## config.mk

```make
export PLATFORM = sky130hd
export DESIGN_NAME = eq_burst_writer
export DESIGN_NICKNAME = d
export VERILOG_FILES = /design/src/rtl/eqw_pkg.sv /design/src/rtl/eqw_band_enc.sv /design/src/rtl/eqw_burst_seq.sv /design/src/rtl/eq_burst_writer.sv
export SDC_FILE = /design/constraint.sdc
export NUM_CORES = 1
export LEC_CHECK = 0
export CAP_MARGIN = 20
export CORE_ASPECT_RATIO = 1.25
export CORE_MARGIN = 3
export CORE_UTILIZATION = 65
export DETAILED_ROUTE_END_ITERATION = 16
export PLACE_DENSITY = 0.87
export SYNTH_ARGS = -nofsm -noshare
export SYNTH_HDL_FRONTEND = slang
export SYNTH_HIERARCHICAL = 1
export SYNTH_SLANG_ARGS = --single-unit
```

## constraint.sdc

```tcl
create_clock -name clk -period 4.6 [get_ports clk]
set_clock_uncertainty 0.15 [all_clocks]
set_input_delay 0.46 -clock clk [delete_from_list [all_inputs] [get_ports clk]]
set_output_delay 0.46 -clock clk [all_outputs]
set_load 0.02 [all_outputs]
```

## src/rtl/eqw_pkg.sv

```systemverilog
package eqw_pkg;
  localparam int STEP_MAX = 5;

  typedef enum logic [1:0] {
    Q_VAR   = 2'd0,
    Q_CONST = 2'd1,
    Q_QUASI = 2'd2,
    Q_SPARE = 2'd3
  } qmode_e;

  typedef struct packed {
    logic [2:0] boost;
    logic [2:0] cut;
  } steps_t;

  // Saturate a signed position into the legal step range.
  function automatic int clamp_pos(int p);
    if (p > STEP_MAX)  return STEP_MAX;
    if (p < -STEP_MAX) return -STEP_MAX;
    return p;
  endfunction

  // Map a clamped position to a boost/cut pair for one Q-mode.
  function automatic steps_t encode_pos(int p, logic [1:0] mode);
    steps_t s;
    int     m;
    int     b;
    int     c;
    m = (p < 0) ? -p : p;
    b = 0;
    c = 0;
    if (p != 0) begin
      case (mode)
        Q_CONST: begin
          b = (p > 0) ? STEP_MAX : STEP_MAX - m;
          c = (p > 0) ? STEP_MAX - m : STEP_MAX;
        end
        Q_QUASI: begin
          if (p >= 3) begin
            b = STEP_MAX;
            c = STEP_MAX - p;
          end else if (p > 0) begin
            b = p + 2;
            c = 2;
          end else begin
            b = (m <= 3) ? 2 : STEP_MAX - m;
            c = (m <= 3) ? m + 2 : STEP_MAX;
          end
        end
        default: begin
          b = (p > 0) ? m : 0;
          c = (p < 0) ? m : 0;
        end
      endcase
    end
    s.boost = 3'(b);
    s.cut   = 3'(c);
    return s;
  endfunction

  function automatic logic [7:0] pack_band(steps_t s, logic top_bit);
    return {top_bit, s.boost, 1'b0, s.cut};
  endfunction
endpackage

```

## src/rtl/eqw_band_enc.sv

```systemverilog
module eqw_band_enc
  import eqw_pkg::*;
#(
  parameter int POS_W = 4
) (
  input  logic signed [POS_W-1:0] pos,
  input  logic [1:0]              mode,
  output steps_t                  steps
);
  int pos_clamped;

  always_comb begin
    pos_clamped = clamp_pos(int'(pos));
    steps       = encode_pos(pos_clamped, mode);
  end
endmodule

```

## src/rtl/eqw_burst_seq.sv

```systemverilog
module eqw_burst_seq #(
  parameter int NUM_BANDS = 5
) (
  input  logic                   clk,
  input  logic                   rst_n,
  input  logic                   go,
  input  logic                   addr_sel,
  input  logic [NUM_BANDS*8-1:0] band_bytes,
  input  logic                   ack_err,
  input  logic                   out_ready,
  output logic [7:0]             out_data,
  output logic                   out_valid,
  output logic                   out_first,
  output logic                   out_last,
  output logic                   busy,
  output logic                   err
);
  localparam int NBYTES   = NUM_BANDS + 2;
  localparam int IDX_W    = $clog2(NBYTES);
  localparam int LAST_IDX = NBYTES - 1;

  logic [7:0]       slot_q [NBYTES];
  logic [IDX_W-1:0] idx_q;
  logic             busy_q;
  logic             err_q;

  // Named events for the assertions below.
  wire start_ev  = go && !busy_q;
  wire abort_ev  = busy_q && ack_err;
  wire accept_ev = busy_q && out_ready && !ack_err;
  wire final_ev  = accept_ev && (idx_q == IDX_W'(LAST_IDX));

  always_ff @(posedge clk) begin
    if (!rst_n) begin
      busy_q <= 1'b0;
      idx_q  <= '0;
      err_q  <= 1'b0;
    end else begin
      err_q <= abort_ev;
      if (start_ev) begin
        busy_q <= 1'b1;
        idx_q  <= '0;
      end else if (abort_ev) begin
        busy_q <= 1'b0;
        idx_q  <= '0;
      end else if (final_ev) begin
        busy_q <= 1'b0;
        idx_q  <= '0;
      end else if (accept_ev) begin
        idx_q <= idx_q + 1'b1;
      end
    end
  end

  // Frame slots, captured on the start event.
  always_ff @(posedge clk) begin
    if (start_ev) begin
      slot_q[0] <= {6'b100001, addr_sel, 1'b0};
      slot_q[1] <= 8'h00;
    end
  end

  for (genvar k = 0; k < NUM_BANDS; k++) begin : g_slot
    always_ff @(posedge clk) begin
      if (start_ev) slot_q[k+2] <= band_bytes[k*8 +: 8];
    end
  end

  assign out_valid = busy_q;
  assign out_data  = busy_q ? slot_q[idx_q] : 8'h00;
  assign out_first = busy_q && (idx_q == '0);
  assign out_last  = busy_q && (idx_q == IDX_W'(LAST_IDX));
  assign busy      = busy_q;
  assign err       = err_q;

  AST_HOLD_STALL: assert property (@(posedge clk) disable iff (!rst_n) (out_valid && !out_ready && !ack_err) |=> (out_valid && $stable(out_data)));
  AST_MARK_EXCL: assert property (@(posedge clk) disable iff (!rst_n) out_valid |-> !(out_first && out_last));
  AST_BIT3_LOW: assert property (@(posedge clk) disable iff (!rst_n) out_valid |-> !out_data[3]);
  AST_STEP_RANGE: assert property (@(posedge clk) disable iff (!rst_n) (out_valid && !out_first && out_data != 8'h00) |-> (out_data[6:4] <= 3'd5 && out_data[2:0] <= 3'd5));
  AST_BUSY_START: assert property (@(posedge clk) disable iff (!rst_n) $rose(busy) |-> $past(go));
  AST_ERR_PULSE: assert property (@(posedge clk) disable iff (!rst_n) err |=> !err);
  AST_ERR_IDLE: assert property (@(posedge clk) disable iff (!rst_n) err |-> (!busy && !out_valid));
endmodule

```

## src/rtl/eq_burst_writer.sv

```systemverilog
module eq_burst_writer
  import eqw_pkg::*;
#(
  parameter int NUM_BANDS = 5,
  parameter int POS_W     = 4
) (
  input  logic                       clk,
  input  logic                       rst_n,
  input  logic                       go,
  input  logic [1:0]                 qmode,
  input  logic                       bypass_req,
  input  logic                       addr_sel,
  input  logic [NUM_BANDS*POS_W-1:0] band_pos,
  input  logic                       ack_err,
  input  logic                       out_ready,
  output logic [7:0]                 out_data,
  output logic                       out_valid,
  output logic                       out_first,
  output logic                       out_last,
  output logic                       busy,
  output logic                       err
);
  logic [NUM_BANDS*8-1:0] band_bytes;

  for (genvar k = 0; k < NUM_BANDS; k++) begin : g_band
    steps_t st;
    eqw_band_enc #(.POS_W(POS_W)) u_enc (
      .pos   ($signed(band_pos[k*POS_W +: POS_W])),
      .mode  (qmode),
      .steps (st)
    );
    if (k == 0) begin : g_first
      assign band_bytes[k*8 +: 8] = pack_band(st, bypass_req);
    end else begin : g_rest
      assign band_bytes[k*8 +: 8] = pack_band(st, 1'b0);
    end
  end

  eqw_burst_seq #(.NUM_BANDS(NUM_BANDS)) u_seq (
    .clk        (clk),
    .rst_n      (rst_n),
    .go         (go),
    .addr_sel   (addr_sel),
    .band_bytes (band_bytes),
    .ack_err    (ack_err),
    .out_ready  (out_ready),
    .out_data   (out_data),
    .out_valid  (out_valid),
    .out_first  (out_first),
    .out_last   (out_last),
    .busy       (busy),
    .err        (err)
  );
endmodule

```

After elaboration in Yosys (flattened, before gate mapping)
Memory sizes are Yosys's and may differ from the RTL's. A register that Yosys moved wholly into a read port is not among the register bits.
Cells that the tools add are included.

storage, ports and cells
  input port bits = 29
  bits in registers = 5
  logic and storage cells = 199
  memory bits (writable) = 49
  memories = 1

memories
  name          depth  width  read ports  clocked after Yosys merged registers in  write ports  RTL line             RTL
  u_seq.slot_q  7      7      1           1                                        7            eqw_burst_seq.sv:22  logic [7:0] slot_q [NBYTES];

cells by class
  bitwise operators = 1
  $add $sub $neg = 26
  $lt $le $gt $ge = 30
  equal/unequal tests = 3
  reduce and logical (&&, ||, !) cells = 17
  multiplexer cells = 118

operators by type and width
  cell                 number
  $mux 32              20
  $mux 3               67
  $ge 32x3->1 const B  5
  $gt 32x1->1 const B  5
  $le 32x3->1 const B  5
  $lt 32x1->1 const B  5
  $neg 32->32          5
  $reduce_bool 32->1   5
  $pmux 3 s2           10
  $add 3x3->3 const B  10
  $sub 3x3->3 const A  10
  $gt 4x4->1 const B   5
  $lt 4x4->1 const B   5
  $mux 1               20
  $mux 8               1
  $logic_and 1x1->1    7
  $reduce_or 4->1      1
  $add 3x1->3 const B  1
  $eq 3x3->1 const B   1
  $logic_not 3->1      1
  $reduce_bool 3->1    1
  $eq 2x1->1 const B   1
  $eq 2x2->1 const B   1
  $logic_not 1->1      2
  $not 1->1            1

Depth between registers and ports, before layout
  depth after elaboration = 13
  depth in mapped cells = 12

Modules after synthesis
The synthesis kept the hierarchy.

by module, submodules not included
  module           times used  cells each  area each (um^2)  seq. area each (um^2)
  eqw_band_enc     5           100         691.9             0.0
  eqw_burst_seq    1           130         2004.4            1391.3
  eq_burst_writer  1           1           3.8               0.0

Least setup slack after synthesis
Ideal clock, no wire load.

  path type = reg2reg
  from = reg u_seq.busy_q (netlist: u_seq/busy)
  to = reg with a tool-made name
  setup time = 0.122 ns
  data arrival time = 2.896 ns
  data required time = 4.328 ns
  clock period less this slack = 3.169 ns
  slack = 1.431 ns
  stages on the path, launching flop included = 5
  buffers on the path = 1
  path through = dfxtp_1 > buf_4 > nor2b_1 > nand3b_1 > nor2_1

RTL lines
  element                   RTL line             RTL
  start: declaration        eqw_burst_seq.sv:24  logic busy_q;
  start signal: assignment  eqw_burst_seq.sv:35  busy_q <= 1'b0;
  start signal: assignment  eqw_burst_seq.sv:41  busy_q <= 1'b1;
  start signal: assignment  eqw_burst_seq.sv:44  busy_q <= 1'b0;

==> run_results.csv <==
group,metric,value,unit
placed_design,port-buffer-count,41,
placed_design,dp.cells,743,
worst_setup_path,crit_path_end,"u_seq/slot_q[6][0]$_DFFE_PP_",
hold_path,holdPathStages,2,
layout,fin_cells,752,
placed_design,gp_congestion,0.947,
synthesis,synth_top_area_cell,"edfxtp_1",
synthesis,netlist.area_leader.share,22.5,%
worst_setup_path,critPathKind,"in2reg",
worst_setup_path,regToRegEndpoint,"u_seq/idx_q[2]$_SDFFE_PP0P_",
hold_path,holdCritPathClass,"reg2reg",
timing,finalHoldViolCount,0,
layout,antenna_cells,0,
grt,top_usage_layer,"met2",
detailed_routing,num_vias,5054,
grt,grt_pass1_wl,20600,um
synthesis,synth_area_leaders,"edfxtp_1, ha_1, o21ai_0",
clock_network,numCtsBuffers,5,
grt,gr-usage-all-layers,26.1,%
layout,nets,708,
floorplan,die_h,109,um
worst_setup_path,worstSetupStartpointType,"input port",
timing,setup_violations,0,
floorplan,die_w,88.0,um
synthesis,ys_ff_latch,49,
clock_network,insertion_delay,300,ps
timing,period_needed,3640,ps
grt,grt_max_degree,44,
grt,grt_use_met2,47.6,%
worst_setup_path,crit_start,"band_pos[17]",
timing,rsz0062_at_grt,"no",
clock_network,clk_pin_slew,90,ps
clock_network,root_buffer,"clkbuf_8",
detailed_routing,wirelength,12700,um
worst_setup_path,regToRegStartpoint,"u_seq/busy$_SDFFE_PN0P_",
synthesis,synth-edff-count,41,
worst_setup_path,worstPathArrival,3530,ps
timing,maxSlewHeadroom,43.3,%
grt,grt_pass1_vias,4542,
timing,drv_slew,0,
detailed_routing,wl_per_cell,16.9,um
detailed_routing,dr.pass1.iters,5,
floorplan,initial_core_util,68.6,%
worst_setup_path,crit_required,4490,ps
clock_network,cts.sink_count,49,
clock_network,ctsHoldBuffers,0,
power,cellLeakagePower,2.25,nW
worst_setup_path,crit_slowest_cell,"clkdlybuf4s50_1",
grt,met3_usage,2.21,%
power,peakVddDrop,159,uV
worst_setup_path,worstSetupPathDepth,10,
synthesis,netlist_instances,631,
timing,fin_hold_ws,382,ps
worst_setup_path,crit_chain,"clkdlybuf4s50_1, and2_2, o21ai_0, ha_1, o21ai_0, ha_1, and4_2, o31a_4, o31ai_1, a2bb2oi_1",
layout,drive_gt1_share,16.7,%
status,status,"finished, final reports clean",
worst_setup_path,cp_top_family,"compound AO/OA/AOI/OAI gates",
detailed_routing,drtAntennaViolNets,0,
worst_setup_path,endpoint_kind,"flip-flop",
job,drv_cap,0,
clock_network,cts_setup_buffers,0,
clock_network,cts_tree,"done",
layout,area_growth,7.23,%
worst_setup_path,slowest_delay,780,ps
detailed_routing,viasPerCell,6.72,
detailed_routing,drc_errors,0,
floorplan,die_area,0.00956,sq mm
synthesis,ys_warn_count,6,
floorplan,rows,36,
power,p_per_area,232,mW/mm^2
timing,fin_crit_sh,79.1,%
worst_setup_path,r2r_cells,3,
grt,grt_overflow,0,
synthesis,synth_area,0.00547,sq mm
worst_setup_path,worst-path-buf-inv,1,
synthesis,yosysSeqAreaShare,25.4,%
placed_design,place_hpwl,9640,um
worst_setup_path,crit_fanout,17,
clock_network,cts_resized,0,
timing,clock.fmax,275,MHz
grt,met1_usage,33.7,%
detailed_routing,first_iter_violations,364,
worst_setup_path,r2r_slack,2950,ps
synthesis,yosysMostFrequentCell,"o21ai_0",
timing,fin_tns_setup,0,ps
synthesis,synthFlopType,"edfxtp_1",
synthesis,ys_async_sr_fraction,0,%
clock_network,h-tree-depth,2,
floorplan,core,0.00797,sq mm
floorplan,io_pins,42,
synthesis,synth_commonest_cells,"o21ai_0, a21oi_1, edfxtp_1, inv_1, nor2_1",
synthesis,yosysUniqueCellTypes,60,
timing,worst_slew_pin_slew,850,ps
synthesis,syn_area_per_cell,8.67,sq um
clock_network,clockBufferDepth,2,
grt,antenna_found_initial,0,
flip-flops by register name, indices dropped and copies added (netlist names), named ones only:
signal and cells:
u_seq/slot_q 41, u_seq/idx_q 3, u_seq/busy 1, u_seq/err 1
layout by cell type, fill, tap and decap left out, drive strengths merged, types with 8 or more instances in the layout:
cell type / count
o21ai: 62
a21oi: 53
nor2: 43
inv: 42
clkdlybuf4s50: 41
edfxtp: 41
nand2: 32
nor2b: 27
nand3: 25
ha: 23
and2b: 19
a31oi: 17
o2bb2ai: 17
a211oi: 15
mux2: 12
o21a: 11
a221oi: 10
or3: 10
a21o: 10
mux2i: 10
and2: 10
o211ai: 10
nor3: 10
conb: 9
nand3b: 9
dfxtp: 8
kinds of logic (layout without fill, tap and decap cells):
logic type	count (synthesis)	in the layout	share of synthesized area (%)
AO/OA/AOI/OAI	245	245	32.2
AND/OR/NAND/NOR	216	216	23.8
buffers and inverters	75	93	8.51
flip-flops	49	49	25.4
adder cells (fa/ha/maj)	23	23	5.26
multiplexers	22	22	4.65
other	1	9	0.0686
layout make-up:
type | count | area (sq um)
Multi-Input combinational cell | 515 | 3650
Fill cell | 584 | 2110
Sequential cell | 49 | 1390
Timing Repair Buffer | 46 | 460
Inverter | 39 | 146
Tap cell | 95 | 119
Clock buffer | 5 | 68.8
Clock inverter | 3 | 28.8
report_power, final:
group / internal [mW] / switching (mW) / total (mW)
Clock: 0.115 / 0.152 / 0.267
Sequential: 0.532 / 0.0156 / 0.548
Combinational: 0.225 / 0.319 / 0.543
per-layer routing:
layer / part of all wire (%) / up-vias / wire length, um
li1: - / 2432 / -
met1: 42 / 2394 / 5290
met3: 5.4 / 24 / 684
met5: 0 / - / 0
met2: 52 / 204 / 6560
met4: 1.3 / 0 / 164
stage by stage:
step	setup WS (ps)	power, mW	util [%]	instance area, sq um
after floorplan	1430	0.973	-	5500
after global placement	857	1.07	72.1	5750
after detailed placement	733	1.09	72.1	5750
after CTS	1040	1.35	73.3	5840
after global routing	757	1.44	73.5	5860
final	959	1.36	73.5	5860
worst reg2reg max path, cell delays in order, from the launching register on:
cell and delay [ps]:
dfxtp_1 660, nand3b_4 150, or3b_1 410, a21oi_2 200
how the worst min path moves through the flow:
stage,startpoint,endpoint,slack [ps]
finish,u_seq/idx_q[0]$_SDFFE_PP0P_,u_seq/idx_q[0]$_SDFFE_PP0P_,380
global route,u_seq/idx_q[0]$_SDFFE_PP0P_,u_seq/idx_q[0]$_SDFFE_PP0P_,420
CTS,u_seq/idx_q[0]$_SDFFE_PP0P_,u_seq/idx_q[0]$_SDFFE_PP0P_,380
detailed placement,u_seq/idx_q[0]$_SDFFE_PP0P_,u_seq/idx_q[0]$_SDFFE_PP0P_,370
global placement,u_seq/idx_q[0]$_SDFFE_PP0P_,u_seq/idx_q[0]$_SDFFE_PP0P_,360
floorplan,u_seq/idx_q[0]$_SDFFE_PP0P_,flip-flop,340
(Power assumes the default switching activity.)
